$ cat src/rtl/ifq_pkg.sv
package ifq_pkg;

    typedef enum logic [2:0] {
        ST_EMPTY = 3'd0,
        ST_SHIFT = 3'd1,
        ST_READY = 3'd2,
        ST_EXTRA = 3'd3,
        ST_WIDE  = 3'd4
    } ifq_state_t;

    typedef enum logic [1:0] {
        LD_NONE  = 2'd0,
        LD_FIRST = 2'd1,
        LD_SHIFT = 2'd2,
        LD_NEXT  = 2'd3
    } ifq_load_t;

endpackage

$ cat src/rtl/ifq_counter.sv
module ifq_counter #(
    parameter int          AW         = 16,
    parameter logic [AW-1:0] RESET_ADDR = '0
) (
    input  logic          clk,
    input  logic          rst_n,
    input  logic          load,
    input  logic [AW-1:0] load_addr,
    input  logic          inc,
    output logic [AW-1:0] addr
);
    localparam logic [AW-1:0] STEP = {{(AW-1){1'b0}}, 1'b1};

    logic [AW-1:0] addr_q;

    always_ff @(posedge clk or negedge rst_n) begin
        if (!rst_n) begin
            addr_q <= RESET_ADDR;
        end else if (load) begin
            addr_q <= load_addr;
        end else if (inc) begin
            addr_q <= addr_q + STEP;
        end
    end

    assign addr = addr_q;

    a_r2_step: assert property (@(posedge clk) disable iff (!rst_n)
        (inc && !load) |=> (addr_q == $past(addr_q) + STEP));

    a_r2_hold: assert property (@(posedge clk) disable iff (!rst_n)
        (!inc && !load) |=> $stable(addr_q));

    a_r3_load: assert property (@(posedge clk) disable iff (!rst_n)
        load |=> (addr_q == $past(load_addr)));

endmodule

$ cat src/rtl/ifq_fsm.sv
module ifq_fsm
    import ifq_pkg::*;
(
    input  logic      clk,
    input  logic      rst_n,
    input  logic      redirect,
    input  logic      fetch_ack,
    input  logic      has_imm,
    input  logic      consume,
    output logic      fetch_req,
    output logic      take,
    output ifq_load_t ld,
    output logic      cur_valid
);
    ifq_state_t state_q, state_d;

    always_ff @(posedge clk or negedge rst_n) begin
        if (!rst_n) begin
            state_q <= ST_EMPTY;
        end else begin
            state_q <= state_d;
        end
    end

    assign take = fetch_req && fetch_ack && !redirect;

    always_comb begin
        state_d = state_q;
        if (redirect) begin
            state_d = ST_EMPTY;
        end else begin
            unique case (state_q)
                ST_EMPTY: if (take) state_d = ST_SHIFT;
                ST_SHIFT: if (take) state_d = ST_READY;
                ST_READY: begin
                    if (has_imm)      state_d = ST_EXTRA;
                    else if (consume) state_d = ST_SHIFT;
                end
                ST_EXTRA: if (take) state_d = ST_WIDE;
                ST_WIDE:  if (consume) state_d = ST_SHIFT;
                default:  state_d = ST_EMPTY;
            endcase
        end
    end

    always_comb begin
        fetch_req = 1'b0;
        cur_valid = 1'b0;
        ld        = LD_NONE;
        unique case (state_q)
            ST_EMPTY: begin
                fetch_req = 1'b1;
                if (take) ld = LD_FIRST;
            end
            ST_SHIFT: begin
                fetch_req = 1'b1;
                if (take) ld = LD_SHIFT;
            end
            ST_READY: cur_valid = !has_imm;
            ST_EXTRA: begin
                fetch_req = 1'b1;
                if (take) ld = LD_NEXT;
            end
            ST_WIDE:  cur_valid = 1'b1;
            default:  ;
        endcase
    end

    a_r6_no_fetch_when_valid: assert property (@(posedge clk) disable iff (!rst_n)
        cur_valid |-> !fetch_req);

    a_r3_flush: assert property (@(posedge clk) disable iff (!rst_n)
        redirect |=> (fetch_req && !cur_valid));

    a_r7_extra_fetch: assert property (@(posedge clk) disable iff (!rst_n)
        (state_q == ST_READY && has_imm && !redirect) |=> (fetch_req && !cur_valid));

    a_r8_consume: assert property (@(posedge clk) disable iff (!rst_n)
        (cur_valid && consume && !redirect) |=> (!cur_valid && fetch_req));

endmodule

$ cat src/rtl/ifq_stages.sv
module ifq_stages
    import ifq_pkg::*;
#(
    parameter int DW = 16
) (
    input  logic          clk,
    input  logic          rst_n,
    input  ifq_load_t     ld,
    input  logic [DW-1:0] word,
    output logic [DW-1:0] cur,
    output logic [DW-1:0] nxt,
    output logic [DW-1:0] imm
);
    always_ff @(posedge clk or negedge rst_n) begin
        if (!rst_n) begin
            cur <= '0;
            nxt <= '0;
            imm <= '0;
        end else begin
            unique case (ld)
                LD_FIRST: nxt <= word;
                LD_SHIFT: begin
                    cur <= nxt;
                    nxt <= word;
                    imm <= word;
                end
                LD_NEXT:  nxt <= word;
                default:  ;
            endcase
        end
    end

    a_r5_shift: assert property (@(posedge clk) disable iff (!rst_n)
        (ld == LD_SHIFT) |=> (cur == $past(nxt) && imm == nxt));

    a_r7_imm_kept: assert property (@(posedge clk) disable iff (!rst_n)
        (ld == LD_NEXT) |=> ($stable(imm) && $stable(cur)));

    a_r3_idle_hold: assert property (@(posedge clk) disable iff (!rst_n)
        (ld == LD_NONE) |=> ($stable(imm) && $stable(cur) && $stable(nxt)));

endmodule

$ cat src/rtl/ifetch_queue.sv
module ifetch_queue
    import ifq_pkg::*;
#(
    parameter int            AW         = 16,
    parameter int            DW         = 16,
    parameter logic [AW-1:0] RESET_ADDR = '0
) (
    input  logic          clk,
    input  logic          rst_n,
    input  logic          redirect,
    input  logic [AW-1:0] redirect_addr,
    output logic          fetch_req,
    output logic [AW-1:0] fetch_addr,
    output logic          ind_instr,
    output logic          ind_mem,
    output logic          ind_read,
    input  logic          fetch_ack,
    input  logic [DW-1:0] fetch_data,
    input  logic          has_imm,
    input  logic          consume,
    output logic [DW-1:0] cur_instr,
    output logic [DW-1:0] next_instr,
    output logic [DW-1:0] imm_data,
    output logic          cur_valid
);
    logic      take;
    ifq_load_t ld;

    ifq_fsm u_fsm (
        .clk       (clk),
        .rst_n     (rst_n),
        .redirect  (redirect),
        .fetch_ack (fetch_ack),
        .has_imm   (has_imm),
        .consume   (consume),
        .fetch_req (fetch_req),
        .take      (take),
        .ld        (ld),
        .cur_valid (cur_valid)
    );

    ifq_counter #(.AW(AW), .RESET_ADDR(RESET_ADDR)) u_ctr (
        .clk       (clk),
        .rst_n     (rst_n),
        .load      (redirect),
        .load_addr (redirect_addr),
        .inc       (take),
        .addr      (fetch_addr)
    );

    ifq_stages #(.DW(DW)) u_stg (
        .clk   (clk),
        .rst_n (rst_n),
        .ld    (ld),
        .word  (fetch_data),
        .cur   (cur_instr),
        .nxt   (next_instr),
        .imm   (imm_data)
    );

    assign ind_instr = fetch_req;
    assign ind_mem   = fetch_req;
    assign ind_read  = fetch_req;

    a_r2_addr_moves_only_on_take: assert property (@(posedge clk) disable iff (!rst_n)
        (!redirect && !(fetch_req && fetch_ack)) |=> $stable(fetch_addr));

endmodule

$ cat config.mk
export PLATFORM = sky130hd
export DESIGN_NAME = ifetch_queue
export DESIGN_NICKNAME = d
export VERILOG_FILES = /design/src/rtl/ifq_pkg.sv /design/src/rtl/ifq_counter.sv /design/src/rtl/ifq_fsm.sv /design/src/rtl/ifq_stages.sv /design/src/rtl/ifetch_queue.sv
export SDC_FILE = /design/constraint.sdc
export NUM_CORES = 1
export LEC_CHECK = 0
export ABC_AREA = 0
export BUFFER_PORTS_ARGS = -buffer_cell sky130_fd_sc_hd__buf_2
export CAP_MARGIN = 0
export CORE_UTILIZATION = 53
export DETAILED_ROUTE_END_ITERATION = 16
export HOLD_SLACK_MARGIN = 0.05
export PLACE_DENSITY = 0.85
export SLEW_MARGIN = 20
export SYNTH_ARGS = -nofsm -noshare
export SYNTH_HDL_FRONTEND = slang
export SYNTH_SLANG_ARGS = --single-unit
export TNS_END_PERCENT = 1
$ cat constraint.sdc
create_clock -name clk -period 4.65 [get_ports clk]
set_input_delay 0 -clock clk [delete_from_list [all_inputs] [get_ports clk]]
set_output_delay 0 -clock clk [all_outputs]
set_load 0.01 [all_outputs]
# --- Word level (Yosys, flattened, before mapping) ---
# Index checks and enable logic that the tools add are counted.
totals:
  elab_cells: 40
  register_bits: 67
  out_inout_bits: 69
  inputBits: 38
classes:
  add_sub_neg: 1
  n_reduce_logical: 9
  mux: 15
  n_eq_ne: 10
ops:
  columns: ["op", "n"]
  rows:
  - ["$mux W16", 2]
  - ["$mux W3", 6]
  - ["$add A16 B1 Y16 const B", 1]
  - ["$pmux W3 S5", 1]
  - ["$ne A3 B3 Y1 const B", 3]
  - ["$eq A3 B2 Y1 const B", 2]
  - ["$pmux W2 S3", 1]
  - ["$reduce_or A3 Y1", 2]
  - ["$eq A2 B2 Y1 const B", 2]
  - ["$mux W2", 2]
  - ["$eq A3 B1 Y1 const B", 1]
  - ["$eq A3 B3 Y1 const B", 1]
  - ["$logic_not A3 Y1", 1]
  - ["$reduce_and A3 Y1", 1]
  - ["$eq A2 B1 Y1 const B", 1]
  - ["$logic_and A1 B1 Y1", 2]
  - ["$logic_not A1 Y1", 2]
  - ["$mux W1", 2]
  - ["$pmux W1 S2", 1]
  - ["$reduce_bool A2 Y1", 1]

# --- Longest topological paths before layout ---
# Gate-level depths: netlist (run 1).
logic_depth:
  ltp_word: 9
  ltp_mapped: 7
  ltp_nobuf: 5

# --- Hierarchy ---
# From an unflattened synthesis (run 1), not the netlist that was laid out.
hier_totals:
  cells_unflattened: 237
  area_unflattened_um2: 3150.5
modules_own_cells:
  columns: ["module", "area_per_inst_um2", "n_inst", "seq_area_each_um2", "cells_each"]
  rows:
  - ["ifq_stages", 1949.4, 1, 1201.2, 103]
  - ["ifq_counter", 943.4, 1, 400.4, 99]
  - ["ifq_fsm", 235.2, 1, 75.1, 32]
  - ["ifetch_queue", 22.5, 1, 0.0, 3]

# --- Worst setup path after synthesis (run 1) ---
# Ideal clock, no wire load.
synth_timing:
  kind: "reg2reg"
  startpoint: "register u_fsm.state_q[1]"
  endpoint: "register u_ctr.addr_q[15], in the netlist u_ctr.addr[15]"
  arrival_time_ps: 1863
  path_buffers: 3
  slack_ps: 2705
  setup_time_ps: 82
  path_stages_with_launch: 8
  required_ps: 4568
  period_less_slack_ps: 1945
  cell_sequence: "dfrtp_1 -> buf_6 -> nor2b_4 -> buf_6 -> or4_4 -> buf_6 -> or3_1 -> a31oi_1"
synth_via:
  elab_chain_cells: 6
  elab_cells_between_ends: 8
  cone_classes: "2 x eq/ne; 1 x mux; 5 x reduce/logical"
synth_lines:
  columns: ["element", "line_no", "text"]
  rows:
  - ["start: declaration", "ifq_fsm.sv:15", "ifq_state_t state_q, state_d;"]
  - ["start signal: assignment", "ifq_fsm.sv:21", "state_q <= state_d;"]
  - ["$eq A3 B1 Y1, or another cell as far along", "ifq_fsm.sv:50", "unique case (state_q)"]
  - ["$reduce_or A3 Y1 (no line) *", null, null]
  - ["$mux W1 *", "ifq_fsm.sv:50", null]
  - ["$logic_and A1 B1 Y1 * (2 in a row)", "ifq_fsm.sv:25", "assign take = fetch_req && fetch_ack && !redirect;"]
  - ["$reduce_bool A2 Y1 (no line) *", null, null]
  - ["end signal: assignment", "ifq_counter.sv:20", "addr_q <= load_addr;"]
  - ["end signal: assignment", "ifq_counter.sv:22", "addr_q <= addr_q + STEP;"]
  - ["end: declaration", "ifq_counter.sv:14", "logic [AW-1:0] addr_q;"]
# Mark *: on every way between the ends. The rest lies on a longest branch, timed or not.
# A chain may end at the register's enable or synchronous reset.

# --- Final worst setup path (run 1) ---
layout_timing:
  startpoint: "register u_fsm.state_q[2]"
  endpoint: "register u_stg.cur[11]"
layout_via:
  elab_chain_cells: 8
  elab_cells_between_ends: 12
  cone_classes: "3 x eq/ne; 5 x mux; 4 x reduce/logical"
layout_lines:
  columns: ["element", "line_no", "text"]
  rows:
  - ["$eq A3 B1 Y1, or another cell as far along", "ifq_fsm.sv:50", null]
  - ["$reduce_or A3 Y1 (no line)", null, null]
  - ["$mux W1", "ifq_fsm.sv:50", null]
  - ["$logic_and A1 B1 Y1 (2 in a row)", "ifq_fsm.sv:25", null]
  - ["$mux W2, or another cell as far along", "ifq_fsm.sv:62", "if (take) ld = LD_NEXT;"]
  - ["$pmux W2 S3 *", "ifq_fsm.sv:50", null]
  - ["$eq A2 B2 Y1 *", "ifq_stages.sv:20", "unique case (ld)"]
  - ["end signal: assignment", "ifq_stages.sv:23", "cur <= nxt;"]
  - ["end: declaration", "ifq_stages.sv:10", "output logic [DW-1:0] cur,"]
# Marked as above.

==> flow_metrics.py, run 1 <==
metrics = {
    "synthesis": {
        "synth.area.top_cells": "dfrtp_1 56%, mux2_2 18%, o21ai_0 2.0%",
        "ys.flop_type": "dfrtp_1",
        "synth_largest_area_cell": "dfrtp_1",
        "syn_area_per_cell_um2": 12.4,
        "seq_area_frac_synth_pct": 56.2,
        "syn_area_mm2": 0.00299,
        "netlist_instances": 240,
        "async_flop_share_pct": 100,
        "synth_seq_cells": 67,
        "syn_nets": 279,
        "ys_types": 43,
        "yosysWarnings": 0,
        "synth_edf_count": 0,
        "yosys.area.top_type_share_pct": 56.2,
    },
    "placement": {
        "gp_congestion": 0.816,
        "dpl-instance-area_mm2": 0.00351,
        "dp_cells": 402,
        "port_buffers": 106,
        "dp_hpwl_mm": 4.13,
        "pre_cts_slack_ns": 2.10,
    },
    "timing": {
        "worst_pin_slew_ns": 0.812,
        "rsz0062_at_grt": "false",
        "finalSetupViolations": 0,
        "final_min_period_over_clock_period_pct": 55.3,
        "tns_ns": 0,
        "maxSlewHeadroom_pct": 45.9,
        "fmax_mhz": 389,
        "clock_skew_ns": 0.00674,
        "final_max_slew_viol_count": 0,
        "hold_slack_ns": 0.130,
        "fin_ws_ns": 2.08,
        "min_period_ns": 2.57,
        "hold_viol": 0,
    },
    "clock_tree": {
        "tritoncts": "done",
        "cts.hold.buffers_added": 35,
        "cts_made_buffers": 9,
        "clock-sinks": 67,
        "clk_pin_slew_ns": 0.07,
        "ctsRootBufferMaster": "clkbuf_8",
        "cts_resized": 0,
        "ctsHtreeMaxLevel": 3,
        "clk_path_buf_depth": 2,
        "post_cts_buffers": 0,
        "clock_latency_ns": 0.34,
    },
    "setup_path": {
        "endpoint": "u_stg.cur[11]",
        "r2r_end": "u_stg.cur[11]",
        "r2r_start": "u_fsm.state_q[2]",
        "crit_path_end_kind": "flop",
        "critical_path_class": "flop to flop",
        "cp-start-kind": "flop",
        "worst-r2r-cell-count": 5,
        "cp_max_fo": 32,
        "reg2reg_setup_slack_ns": 2.08,
        "timing.critical_path.required_ns": 4.87,
        "critPathLaunch": "u_fsm.state_q[2]",
        "worstPathArrival_ns": 2.79,
    },
    "floorplanning": {
        "start_util_pct": 56.6,
        "rows": 26,
        "die_h_um": 77.1,
        "fp.dieW_um": 77.1,
        "core_region_area_mm2": 0.00527,
        "io_pins": 107,
        "die_area_mm2": 0.00594,
    },
    "routing": {
        "drt-pass1-iter-count": 4,
        "drcViolationCount": 0,
        "avgRoutedWirePerCell_um": 14.5,
        "initialDrtViolationCount": 95,
        "ant_nets": 0,
        "wl_mm": 6.57,
        "num_vias": 2407,
        "viasPerCell": 5.31,
    },
    "final_layout": {
        "area_growth_pct": 36.2,
        "fin_area_mm2": 0.00407,
        "diodes": 0,
        "drive_gt1_share_pct": 46.2,
        "instances_no_fill": 453,
        "finalNetCount": 417,
    },
    "global_routing": {
        "overflow": 0,
        "grt_pass1_wl_mm": 11.0,
        "grt_max_degree": 68,
        "grt_util_all_layers_pct": 23.9,
        "first_global_vias": 2338,
        "antenna_found_initial": 0,
    },
    "power_and_ir_drop": {
        "ir_drop_uv": 260,
        "p_leak_nw": 1.89,
        "powerDensity_mw_per_mm2": 443,
    },
    "flow_run": {
        "timing.max_cap.violations": 0,
    },
    "min_path": {
        "hp-start": "redirect",
        "hold_path_class": "primary input to flop",
    },
    "outcome": {
        "status": "finished clean",
    },
}
[flip-flops by register name, summed over array words and instances (netlist names)]
name,count
u_fsm.state_q,3
u_stg.cur,16
u_stg.nxt,16
u_stg.imm,16
u_ctr.addr,16
[cells by family (layout without fill, tap and decap cells)]
kind of cell | Yosys count | after routing | synth area share, %
adders and majority gates | 1 | 1 | 0.419
DFF | 67 | 67 | 56.2
muxes | 50 | 50 | 18.8
buffers and inverters | 21 | 164 | 4.19
xor gates and xnor gates | 7 | 7 | 2.05
AOI/OAI and AO/OA | 28 | 28 | 6.12
and+or+nand+nor | 66 | 66 | 12.3
[worst min path at each step]
stage,depth (start not counted),endpoint
finish,2,u_fsm.state_q[2]
global route,2,u_fsm.state_q[2]
global placement,3,u_ctr.addr[12]
floorplan,0,u_ctr.addr[0]
CTS,2,u_fsm.state_q[2]
detailed placement,3,u_ctr.addr[12]
[per-layer routing]
metal	routed length [µm]	vias up	track usage (%)	share of wire (%)
li1	-	1141	-	-
met1	2900	1166	31.7	44
met2	3190	93	38.8	49
met3	406	7	5.83	6.2
met4	70	0	7.74	1.1
met5	0	-	0	0
[Yosys cell counts, types with 2 or more instances]
cell type	count
nand2_1	15
o21ai_0	12
buf_2	4
inv_1	4
a31oi_1	5
xnor2_1	5
a311o_1	2
clkbuf_1	5
mux2i_1	2
xor2_1	2
nand4_1	5
o311ai_0	2
or4_1	2
buf_4	3
and4_1	2
nor3_1	3
nand2b_1	3
or3_1	3
dfrtp_1	67
nor4b_1	2
mux2_2	48
nand3_1	7
nor2_1	14
buf_6	4
[area by class of cell]
type	instances	area [µm²]
Tap cell	70	87.6
Sequential cell	67	1680
Clock inverter	6	65.1
Inverter	5	18.8
Clock buffer	10	138
Multi-Input combinational cell	152	1180
Timing Repair Buffer	143	896
Fill cell	354	1200
[through the flow]
step	total power [mW]	utilization, %
after floorplan	1.08	-
after global placement	1.27	66.6
after detailed placement	1.30	66.6
after CTS	1.81	77.1
after global routing	1.90	77.1
final	1.80	77.1
[worst max-delay path, stage by stage (launching register included)]
cell	delay [ns]
dfrtp_1	0.49
nand2b_1	0.32
nor3_2	0.15
buf_4	0.27
nand3_2	0.67
mux2_2	0.56
[placed cells by master (no fill, tap or decap), types with 2 or more instances in the layout]
master / n
or4_1: 2
xnor2_1: 5
buf_4: 2
dlygate4sd3_1: 35
a311o_1: 2
nor2_1: 14
nand4_1: 5
clkinv_4: 2
nor3_1: 3
nor4b_1: 2
dfrtp_1: 67
nand2b_1: 3
nand3_1: 7
xor2_1: 2
mux2i_1: 2
clkbuf_8: 10
mux2_2: 48
a31oi_1: 5
inv_1: 4
o311ai_0: 2
nand2_1: 15
buf_2: 106
or3_1: 3
o21ai_0: 12
clkinv_2: 2
and4_1: 2
[power breakdown]
group / internal, mW / switching [mW]
clock network: 0.262 / 0.223
registers: 0.734 / 0.0985
logic: 0.258 / 0.227
total: 1.25 / 0.548
(Power assumes the default switching activity.)
==> run 2, diff against run 1 <==
--- a/config.mk
+++ b/config.mk
@@ -5,13 +5,13 @@
 export SDC_FILE = /design/constraint.sdc
 export NUM_CORES = 1
 export LEC_CHECK = 0
-export ABC_AREA = 0
+export ABC_AREA = 1
 export BUFFER_PORTS_ARGS = -buffer_cell sky130_fd_sc_hd__buf_2
 export CAP_MARGIN = 0
-export CORE_UTILIZATION = 53
+export CORE_UTILIZATION = 46
 export DETAILED_ROUTE_END_ITERATION = 16
 export HOLD_SLACK_MARGIN = 0.05
-export PLACE_DENSITY = 0.85
+export PLACE_DENSITY = 0.77
 export SLEW_MARGIN = 20
 export SYNTH_ARGS = -nofsm -noshare
 export SYNTH_HDL_FRONTEND = slang
==> constraint.sdc (replaced) <==
create_clock -name clk -period 2.3 [get_ports clk]
set_input_delay 0 -clock clk [delete_from_list [all_inputs] [get_ports clk]]
set_output_delay 0 -clock clk [all_outputs]
set_load 0.01 [all_outputs]
==> run 2 against run 1 <==
Maximum frequency rose by 36%. Final area rose by 11%. Power rose to 2.5 times the previous value. Global-route usage fell by 1.2 points. Critical path type unchanged. Final cell count rose by 44%. Critical path depth rose by 2. Setup slack got worse by 1.7 ns. Area after synthesis rose by 12%.
==> flow_metrics.py, run 2 <==
metrics = {
    "outcome": {
        "status": "finished clean",
    },
    "setup_path": {
        "r2r_start": "u_fsm.state_q[2]",
        "crit_chain": "inv_2 > nand2_1 > or2_1 > or2_2 > buf_4 > nand2_1 > o21ai_2",
        "critPathLaunch": "u_fsm.state_q[2]",
        "cpMaxStageDelayCell": "dfrtp_1",
        "reg2reg_setup_slack_ns": 0.41,
        "worstPathArrival_ns": 2.09,
        "cp-start-kind": "flop",
        "worst-r2r-cell-count": 7,
        "critPathTopFamily": "simple AND/OR/NAND/NOR gates",
        "cp_max_fo": 64,
        "path_buf_inv": 2,
        "cp.depth": 7,
        "max_stage_delay_ns": 0.43,
        "critical_path_class": "flop to flop",
        "crit_path_end_kind": "flop",
        "timing.critical_path.required_ns": 2.50,
        "crit_top_cell": "nand2_1",
    },
    "timing": {
        "tns_ns": 0,
        "clock_skew_ns": 0.0104,
        "maxSlewHeadroom_pct": 47.7,
        "rsz0062_at_grt": "false",
        "final_min_period_over_clock_period_pct": 82.2,
        "fin_ws_ns": 0.410,
        "hold_viol": 0,
        "worst_pin_slew_ns": 0.784,
        "finalSetupViolations": 0,
        "fmax_mhz": 529,
        "min_period_ns": 1.89,
        "final_max_slew_viol_count": 0,
    },
    "synthesis": {
        "syn_area_mm2": 0.00336,
        "ys.flop_type": "dfrtp_1",
        "syn_area_per_cell_um2": 8.11,
        "async_flop_share_pct": 100,
        "ys_types": 25,
        "synth_largest_area_cell": "dfrtp_1",
        "netlist_instances": 414,
        "yosys-top-cells-count": "136 x nand2_1, 67 x dfrtp_1, 61 x inv_1, 39 x nand3_1, 32 x o21ai_2",
        "syn_nets": 453,
        "seq_area_frac_synth_pct": 49.9,
        "synth.area.top_cells": "dfrtp_1 50%, nand2_1 15%, o21ai_2 8.3%",
        "yosys.area.top_type_share_pct": 49.9,
        "synth_edf_count": 0,
        "synth_seq_cells": 67,
        "synth_most_common_cell": "nand2_1",
        "yosysWarnings": 0,
    },
    "power_and_ir_drop": {
        "p_leak_nw": 2.48,
        "pwr-share-seq_pct": 40.7,
        "powerDensity_mw_per_mm2": 1010,
        "comb_power_share_pct": 33.8,
        "power_frac_clock_pct": 25.5,
        "netSwitchingPower_mw": 1.61,
        "switching_share_pct": 35.2,
        "ir_drop_uv": 622,
        "p_int_mw": 2.96,
    },
    "routing": {
        "initialDrtViolationCount": 180,
        "avgRoutedWirePerCell_um": 12.5,
        "num_vias": 3090,
        "drcViolationCount": 0,
        "drt-pass1-iter-count": 4,
        "ant_nets": 0,
        "wl_mm": 8.17,
        "viasPerCell": 4.72,
    },
    "clock_tree": {
        "tritoncts": "done",
        "clk_path_buf_depth": 2,
        "cts_resized": 0,
        "ctsRootBufferMaster": "clkbuf_8",
        "clock-sinks": 67,
        "cts_made_buffers": 9,
        "clk_pin_slew_ns": 0.08,
        "clock_latency_ns": 0.33,
        "ctsHtreeMaxLevel": 3,
    },
    "final_layout": {
        "diodes": 0,
        "fin_area_mm2": 0.00451,
        "postLayoutCoreUtil_pct": 65.2,
        "finalNetCount": 593,
        "drive_gt1_share_pct": 29.4,
        "final_common_cell": "nand2_1",
        "area_growth_pct": 34.2,
        "fill_cells": 626,
        "final_cell_mix": "136 x nand2_1, 106 x buf_2, 67 x dfrtp_1",
    },
    "global_routing": {
        "first_global_vias": 2889,
        "met1_usage_pct": 28.8,
        "grt_max_degree": 65,
        "gr-max-usage-layer": "met2",
        "antenna_found_initial": 0,
        "overflow": 0,
        "grt_pass1_wl_mm": 13.3,
        "grt_use_met2_pct": 37.6,
        "met3_usage_pct": 4.08,
        "grt_util_all_layers_pct": 22.7,
    },
    "floorplanning": {
        "start_util_pct": 48.6,
        "die_h_um": 87.4,
        "io_pins": 107,
        "die_area_mm2": 0.00764,
        "rows": 30,
        "core_region_area_mm2": 0.00691,
        "fp.dieW_um": 87.4,
    },
    "min_path": {
        "hold_path_class": "primary input to flop",
        "whs_path_depth": 3,
        "hp-start": "redirect",
    },
    "placement": {
        "pre_cts_slack_ns": 0.444,
        "dp_hpwl_mm": 5.50,
        "dpl-instance-area_mm2": 0.00391,
        "gp_congestion": 0.846,
        "port_buffers": 106,
    },
    "flow_run": {
        "timing.max_cap.violations": 0,
    },
}
==> run 2: changes by cell type after synthesis, moves of 5 or more <==
cell,previous run,this run
a31oi_1,5,0
inv_1,4,61
mux2_2,48,0
o21ai_2,0,32
nand3_1,7,39
nor2_1,14,19
nand2_1,15,136
o21ai_0,12,21
==> run 2: worst paths after layout <==
| check | end |
|---|---|
| hold / removal | u_ctr.addr[3] |
| hold reg to reg | u_stg.imm[14] |
| setup reg to reg | u_stg.imm[11] |
| max in group asynchronous | u_ctr.addr[10] |
| min in group asynchronous | u_stg.cur[14] |
| setup / recovery | u_stg.imm[11] |
==> run 2: through the flow <==
stage	cells	total power, mW	hold slack (ns)
3_5_place_dp	603	3.38	-0.130
6_report	654	4.57	0.102
4_1_cts	654	4.61	0.0818
2_1_floorplan	414	2.78	-0.296
5_1_grt	654	4.90	0.120
3_3_place_gp	603	3.32	-0.136
==> run 2: logic make-up after synthesis <==
family / share of synthesized area, %
AOI/OAI and AO/OA: 12.1
xor gates and xnor gates: 0.783
adders and majority gates: 0.373
buffers and inverters: 11.0
DFF: 49.9
and+or+nand+nor: 25.8
==> run 2: power groups by stage <==
stage | clock [mW] | sequential (mW) | combinational, mW
final | 1.17 | 1.86 | 1.54
after detailed placement | 0 | 1.87 | 1.51
after global placement | 0 | 1.86 | 1.45
after floorplan | 0 | 2.04 | 0.732
after CTS | 1.20 | 1.86 | 1.56
after global routing | 1.25 | 1.91 | 1.73
==> run 2: cell type report <==
cell class / count / area, µm² / area share (%)
repair buffers: 146 / 921 / 20.4
clock buffers: 9 / 124 / 2.75
clock inverters: 6 / 114 / 2.53
flip-flops and latches: 67 / 1680 / 37.2
multi-input cells: 266 / 1310 / 29.1
inverters: 64 / 240 / 5.33
well taps: 96 / 120 / 2.67
==> run 2: repair_timing <==
item	4_1_cts	5_1_grt
hold buffers	36	0
setup buffers	0	0
hold endpoints to repair	117	0
==> run 2: layer usage <==
metal | vias up | wire (µm) | share of wire (%)
met5 | - | 0 | 0
met4 | 0 | 176 | 2.2
met3 | 15 | 397 | 4.9
met2 | 107 | 4090 | 50
met1 | 1402 | 3510 | 43
li1 | 1566 | - | -
==> run 2: worst register-to-register path: cells and delay by family (launching register included) <==
kind / cells / cell delay [ns]
buffers and inverters: 2 / 0.47
DFF: 1 / 0.43
AOI/OAI and AO/OA: 1 / 0.07
and+or+nand+nor: 4 / 0.78
